### src/rtl/nbh_pkg.sv
package nbh_pkg;

    localparam int DW = 8;

    typedef enum logic [2:0] {
        K_CMD   = 3'd0,
        K_ADDR  = 3'd1,
        K_WDATA = 3'd2,
        K_RDATA = 3'd3,
        K_WAIT  = 3'd4
    } kind_e;

    typedef enum logic [2:0] {
        S_IDLE,
        S_LOW,
        S_HIGH,
        S_TWB,
        S_BUSY
    } state_e;

    typedef struct packed {
        state_e          st;
        logic            ce_n;
        logic            cle;
        logic            ale;
        logic            we_n;
        logic            re_n;
        logic            oe;
        logic [DW-1:0]   dq;
        logic            last;
        kind_e           kind;
        logic            rd_v;
        logic [DW-1:0]   rd_b;
        logic            done;
    } ctl_t;

    localparam ctl_t CTL_RST = '{
        st:   S_IDLE,
        ce_n: 1'b1,
        cle:  1'b0,
        ale:  1'b0,
        we_n: 1'b1,
        re_n: 1'b1,
        oe:   1'b0,
        dq:   '0,
        last: 1'b0,
        kind: K_CMD,
        rd_v: 1'b0,
        rd_b: '0,
        done: 1'b0
    };

endpackage

### src/rtl/nbh_sync.sv
module nbh_sync #(
    parameter int   STAGES    = 2,
    parameter logic RESET_VAL = 1'b1
) (
    input  logic clk,
    input  logic rst_n,
    input  logic din,
    output logic dout
);
    logic [STAGES-1:0] sh_q;

    always_ff @(posedge clk or negedge rst_n) begin
        if (!rst_n) sh_q <= {STAGES{RESET_VAL}};
        else        sh_q <= {sh_q[STAGES-2:0], din};
    end

    assign dout = sh_q[STAGES-1];
endmodule

### src/rtl/nbh_timer.sv
module nbh_timer #(
    parameter int W = 4
) (
    input  logic         clk,
    input  logic         rst_n,
    input  logic         load,
    input  logic [W-1:0] val,
    output logic         zero
);
    logic [W-1:0] cnt_q, cnt_d;

    always_comb begin
        cnt_d = cnt_q;
        if (load)              cnt_d = val;
        else if (cnt_q != '0)  cnt_d = cnt_q - 1'b1;
    end

    always_ff @(posedge clk or negedge rst_n) begin
        if (!rst_n) cnt_q <= '0;
        else        cnt_q <= cnt_d;
    end

    assign zero = (cnt_q == '0);
endmodule

### src/rtl/nand_bus_host.sv
module nand_bus_host
    import nbh_pkg::*;
#(
    parameter int LO_CYC      = 4,
    parameter int HI_CYC      = 4,
    parameter int TWB_CYC     = 25,
    parameter int SYNC_STAGES = 2
) (
    input  logic          clk,
    input  logic          rst_n,
    input  logic          req_valid,
    output logic          req_ready,
    input  logic [2:0]    req_kind,
    input  logic [DW-1:0] req_byte,
    input  logic          req_last,
    output logic          rd_valid,
    output logic [DW-1:0] rd_byte,
    output logic          done,
    output logic          nand_ce_n,
    output logic          nand_cle,
    output logic          nand_ale,
    output logic          nand_we_n,
    output logic          nand_re_n,
    output logic [DW-1:0] nand_dq_out,
    output logic          nand_dq_oe,
    input  logic [DW-1:0] nand_dq_in,
    input  logic          nand_rb_n
);
    localparam int MAX_LH = (LO_CYC > HI_CYC) ? LO_CYC : HI_CYC;
    localparam int MAX_C  = (MAX_LH > TWB_CYC) ? MAX_LH : TWB_CYC;
    localparam int TW     = $clog2(MAX_C + 1);
    localparam logic [TW-1:0] LO_V  = TW'(LO_CYC - 1);
    localparam logic [TW-1:0] HI_V  = TW'(HI_CYC - 1);
    localparam logic [TW-1:0] TWB_V = TW'(TWB_CYC - 1);

    ctl_t          q, d;
    logic          tmr_load, tmr_zero;
    logic [TW-1:0] tmr_val;
    logic          rb_s;
    kind_e         in_kind;

    assign in_kind = kind_e'(req_kind);

    nbh_sync #(.STAGES(SYNC_STAGES), .RESET_VAL(1'b1)) u_rb_sync (
        .clk   (clk),
        .rst_n (rst_n),
        .din   (nand_rb_n),
        .dout  (rb_s)
    );

    nbh_timer #(.W(TW)) u_timer (
        .clk   (clk),
        .rst_n (rst_n),
        .load  (tmr_load),
        .val   (tmr_val),
        .zero  (tmr_zero)
    );

    always_comb begin
        d         = q;
        d.rd_v    = 1'b0;
        d.done    = 1'b0;
        tmr_load  = 1'b0;
        tmr_val   = '0;
        req_ready = (q.st == S_IDLE) || (q.st == S_HIGH && tmr_zero);

        case (q.st)
            S_LOW: if (tmr_zero) begin
                d.we_n = 1'b1;
                d.re_n = 1'b1;
                if (q.kind == K_RDATA) begin
                    d.rd_v = 1'b1;
                    d.rd_b = nand_dq_in;
                end
                tmr_load = 1'b1;
                tmr_val  = HI_V;
                d.st     = S_HIGH;
            end
            S_HIGH: if (tmr_zero) begin
                d.cle  = 1'b0;
                d.ale  = 1'b0;
                d.oe   = 1'b0;
                d.done = q.last;
                if (q.last) d.ce_n = 1'b1;
                d.st   = S_IDLE;
            end
            S_TWB: if (tmr_zero) d.st = S_BUSY;
            S_BUSY: if (rb_s) begin
                d.done = q.last;
                if (q.last) d.ce_n = 1'b1;
                d.st   = S_IDLE;
            end
            default: ;
        endcase

        if (req_valid && req_ready) begin
            d.ce_n = 1'b0;
            d.kind = in_kind;
            d.last = req_last;
            d.cle  = 1'b0;
            d.ale  = 1'b0;
            d.oe   = 1'b0;
            case (in_kind)
                K_CMD, K_ADDR, K_WDATA: begin
                    d.cle    = (in_kind == K_CMD);
                    d.ale    = (in_kind == K_ADDR);
                    d.oe     = 1'b1;
                    d.dq     = req_byte;
                    d.we_n   = 1'b0;
                    tmr_load = 1'b1;
                    tmr_val  = LO_V;
                    d.st     = S_LOW;
                end
                K_RDATA: begin
                    d.re_n   = 1'b0;
                    tmr_load = 1'b1;
                    tmr_val  = LO_V;
                    d.st     = S_LOW;
                end
                K_WAIT: begin
                    tmr_load = 1'b1;
                    tmr_val  = TWB_V;
                    d.st     = S_TWB;
                end
                default: begin
                    d.done = req_last;
                    d.ce_n = req_last;
                    d.st   = S_IDLE;
                end
            endcase
        end
    end

    always_ff @(posedge clk or negedge rst_n) begin
        if (!rst_n) q <= CTL_RST;
        else        q <= d;
    end

    assign rd_valid    = q.rd_v;
    assign rd_byte     = q.rd_b;
    assign done        = q.done;
    assign nand_ce_n   = q.ce_n;
    assign nand_cle    = q.cle;
    assign nand_ale    = q.ale;
    assign nand_we_n   = q.we_n;
    assign nand_re_n   = q.re_n;
    assign nand_dq_out = q.dq;
    assign nand_dq_oe  = q.oe;
endmodule


### config.mk
export PLATFORM = sky130hd
export DESIGN_NAME = nand_bus_host
export DESIGN_NICKNAME = d
export VERILOG_FILES = /design/src/rtl/nbh_pkg.sv /design/src/rtl/nbh_sync.sv /design/src/rtl/nbh_timer.sv /design/src/rtl/nand_bus_host.sv
export SDC_FILE = /design/constraint.sdc
export NUM_CORES = 1
export LEC_CHECK = 0
export ABC_AREA = 1
export BUFFER_PORTS_ARGS = -buffer_cell sky130_fd_sc_hd__buf_2
export CAP_MARGIN = 30
export CORE_MARGIN = 2
export CORE_UTILIZATION = 50
export CTS_BUF_LIST = sky130_fd_sc_hd__clkbuf_4
export DETAILED_ROUTE_END_ITERATION = 7
export PLACE_DENSITY_LB_ADDON = 0.25
export SLEW_MARGIN = 10
export SYNTH_ARGS = -nofsm -noshare
export SYNTH_HDL_FRONTEND = slang
export SYNTH_SLANG_ARGS = --single-unit
### constraint.sdc
create_clock -name clk -period 2.7 [get_ports clk]
set_input_delay 0.54 -clock clk [delete_from_list [all_inputs] [get_ports clk]]
set_output_delay 0.54 -clock clk [all_outputs]
set_load 0.05 [all_outputs]
# == Word level (Yosys, flattened, before mapping) ==
# Index checks and enable logic that the tools add are counted.
# Widths: inputs -> output; s select.
# word_totals
ff_bits,38
latch_bits,0
ramBits,0
romBits,0
out_inout_bits,25
elab_cells,85
n_memories,0
# op_classes
add_sub_neg,1
multipliers,0
n_div,0
order_cmp,0
n_eq_ne,13
shift,0
muxes,36
n_bitwise,0
reduce_logical,20
# ops
cell,n
$mux 9,4
$mux 21,1
$eq 3x2->1 const B,5
$mux 5,3
$mux 1,13
$pmux 3 s4,1
$mux 2,5
$pmux 5 s2,1
$reduce_bool 5->1,2
$mux 3,3
$eq 3x1->1 const B,2
$eq 3x3->1 const B,2
$logic_not 3->1,2
$mux 6,1
$ne 3x2->1 const B,2
$ne 3x3->1 const B,2
$reduce_and 3->1,2
$reduce_bool 2->1,3
$logic_not 5->1,1
$reduce_and 5->1,1
$reduce_or 5->1,1
$sub 5x1->5 const B,1
$mux 4,1
$pmux 1 s2,2
other kinds (7),9

# == Depth between registers and ports, before layout ==
# depth
depth_word,6
mapped_depth,12

# == Modules after synthesis ==
# Synthesis repeated with hierarchy kept, for this count alone.
# unflattened
cells_unflattened,229
hier_area_um2,1904.3
# modules_own_cells
mod,instances,cells_per_inst,area_each_um2,seq_area_each_um2
nand_bus_host,1,188,1549.0,779.5
nbh_timer,1,39,302.8,125.1
nbh_sync,1,2,52.6,52.6

# == Worst setup path after synthesis ==
# OpenSTA, ideal clock, no wires.
# synth_timing
path_type,register -> output
startpoint,register u_timer.cnt_q[0]
endpoint,output req_ready
t_arrival_ns,1.296
required_ns,2.160
setup_slack_ns,0.864
path_stages_with_launch,7
path_buffers,0
cell_sequence,dfrtp_1 > inv_1 > ha_1 > inv_1 > nor2_1 > nand2_4 > a21boi_4
# synth_between
elab_chain_cells,3
# synth_rtl
element,line_no,rtl
start: declaration,nbh_timer.sv:10,"logic [W-1:0] cnt_q, cnt_d;"
start signal: assignment,nbh_timer.sv:20,else cnt_q <= cnt_d;
$logic_not 5->1,nbh_timer.sv:23,assign zero = (cnt_q == '0);
$logic_and 1x1->1,nand_bus_host.sv:65,req_ready = (q.st == S_IDLE) || (q.st == S_HIGH && tmr_zero);
$logic_or 1x1->1,nand_bus_host.sv:65,
end: declaration,nand_bus_host.sv:12,"output logic req_ready,"
# No other way between the ends.

# == Final worst setup path ==
# Ends and elaborated chain as after synthesis.

==> impl_metrics.ini <==
[run]
maxCapViolCount = 0

[clocking]
cts_resized = 0
cts_setup_buffers = 0
clockRootBuffer = clkbuf_4
cts_sinks = 38
clk_latency_ps = 330
numCtsBuffers = 5
ctsHoldBuffers = 0
ctsHtreeMaxLevel = 2
clk_pin_slew_ps = 100
cts.path.max_buffers = 2
cts_tree = built

[yosys]
avgSynthCellArea_um2 = 8.664
ys_top_cells_by_area = dfrtp_1 42%, nand2_1 15%, dfstp_2 6.7%, buf_4 6.2%, inv_1 4.4%
synth_compound_area_share_pct = 6.290
synthMuxAreaShare_pct = 0
ys_types = 29
synthSimpleGateAreaFrac_pct = 28.82
ys_ff_latch = 38
syn_inst = 225
yosysTopAreaCellShare_pct = 42.36
synth_top_cell_by_area = dfrtp_1
yosysWarnings = 0
synth_adder_area_share_pct = 1.284
synth_area_um2 = 1949
synth_xor_area_share_pct = 1.348
ys_seq_area_share_pct = 49.10
syn_nets = 251
synth_top_family_by_area = simple AND/OR/NAND/NOR gates

[global_routing]
gr-total-overflow = 0
grt_max_degree = 39
grt_pass1_vias = 1375
grtUsageTotal_pct = 18.45
grt_pass1_wl_um = 6051
antenna_found_initial = 0

[power]
p_int_mw = 1.398
pwr-share-seq_pct = 34.9
power_density_nw_per_um2 = 1272
p_comb_share_pct = 52.1
p_total_mw = 2.770
leakagePower_nw = 1.214
irDropWorstVdd_uv = 601.2
switching_share_pct = 49.54
p_switching_mw = 1.372
power.share.clock_pct = 13.1

[finish]
drive_gt1_share_pct = 31.30
syn_to_final_growth_pct = 11.75
final_common_cell = nand2_1
antenna_cells = 0
n_fill_cell = 356
final_cell_mix = 79 x nand2_1, 48 x buf_2, 33 x dfrtp_1, 23 x inv_1, 13 x nand3_1
nets = 288
layout.area.seq_um2 = 957.2
multi_input_area_um2 = 735.7
finalInstanceArea_um2 = 2178

[sta]
slew_violations = 0
maxSlewHeadroom_pct = 46.52
hold_violations = 0
finalCritPeriodShare_pct = 87.76
finalCriticalPeriod_ps = 2369
finalSetupTns_ps = 0
holdWs_ps = 279.7
max_freq_mhz = 422.0
rsz0062_at_grt = no
clock_skew_ps = 2.457
worstMarginPinSlew_ps = 802.3
setup_violations = 0

[worst_setup_path]
r2r_setup_slack_ps = 850
crit_family = buffers and inverters
slowest_delay_ps = 400
worstPathRequired_ps = 2160
cp_cell_sequence = inv_1, ha_1, inv_1, nor2_1, nand2_4, a21boi_4, buf_2
rr_worst_depth = 11
worstReg2RegEnd = nand_dq_out[5]
arrival_ps = 1830
path_buf_inv = 3
crit_slowest_cell = dfrtp_1
cp-start-kind = flip-flop
critPathMaxFanout = 8
setup.worst_path.end_class = output pin
r2r_start = u_timer.cnt_q[0]
criticalPathCategory = flip-flop to output pin
cpMostUsedCell = inv_1

[status]
outcome = finished, final reports clean

[die]
start_util_pct = 52.46
pin_count = 49
die_area_um2 = 4414
core_area_um2 = 3716
die_x_um = 66.44
fp-row-count = 22
die_h_um = 66.44

[routing]
drtAntennaViolNets = 0
drc_errors = 0
first_iter_violations = 58
drt-pass1-iter-count = 4
drt-vias-per-instance = 4.677
routed_wirelength_um = 3397
vias = 1450
post_drt_wl_per_cell_um = 10.96

[place]
placed_cell_area_um2 = 2107
place.gp.congestion = 0.8004
hpwl_um = 2585
numPortBuffers = 48

[worst_hold_path]
hold_path.class = input port to asynchronous set/reset pin
[metrics by stage]
stage	setup WS (ps)	utilization, %	instances
after floorplan	864.1	-	225
after detailed placement	692.0	56.70	303
final	330.5	58.62	310
after global routing	178.1	58.62	310
after global placement	763.6	56.70	303
after CTS	303.9	58.62	310
[kinds of logic after synthesis]
kind of cell / after synthesis
simple gates: 117
buf+inv: 47
flops: 38
compound gates: 18
xor+xnor: 3
fa+ha+maj: 2
[cell usage after synthesis, drive strengths merged]
master and count:
nand2 84, dfrtp 33, inv 28, buf 18, nand3 13, nor2 13
o21ai 9, dfstp 5, nand4 5, a21oi 4, ha 2, o22ai 2
xor2 2, a21boi 1, clkinv 1, nor3 1, o211ai 1, o21bai 1
or2 1, xnor2 1
[power by group through the flow]
stage               clock, mW  combinational [mW]  sequential [mW]
floorplan                   0                1.19             1.09
global placement            0                1.43            0.971
detailed placement          0                1.46            0.971
CTS                     0.375                1.46            0.966
global route            0.402                1.60            0.997
finish                  0.362                1.44            0.965
[state kept, by name (all words and copies together), names as in the netlist]
name,count
nand_dq_out,8
nand_dq_oe,1
q,7
u_rb_sync.sh_q,2
nand_ale,1
rd_byte,8
u_timer.cnt_q,5
nand_we_n,1
nand_re_n,1
rd_valid,1
nand_cle,1
done,1
nand_ce_n,1
[area by class of cell]
type,instances,area share (%)
Clock buffer,5,1.723
Clock inverter,2,1.551
Inverter,29,5.227
Multi-Input combinational cell,140,33.77
Sequential cell,38,43.94
Tap cell,48,2.757
Timing Repair Buffer,48,11.03
[routing by layer]
metal	up-vias	GRT usage [%]	wire (um)
li1	753	-	-
met1	659	23.13	1520
met2	31	29.38	1615
met3	7	5.792	203
met4	0	7.653	57
met5	-	0	0
[worst max path at each step]
| stage | start | endpoint | cells past startpoint |
|---|---|---|---|
| after CTS | u_timer.cnt_q[0] | req_ready | 7 |
| after global placement | u_timer.cnt_q[0] | req_ready | 7 |
| after floorplan | u_timer.cnt_q[0] | req_ready | 6 |
| after detailed placement | u_timer.cnt_q[0] | req_ready | 7 |
| final | u_timer.cnt_q[0] | req_ready | 7 |
| after global routing | u_timer.cnt_q[0] | req_ready | 7 |
[worst reg2reg max path, delay by kind of cell, from the launching register on]
family | cells | cell delay, ps
DFF | 1 | 400
adders and majority gates | 1 | 170
buffers and inverters | 3 | 310
and+or+nand+nor | 7 | 870
No activity file was read; power rests on OpenSTA's default activity.
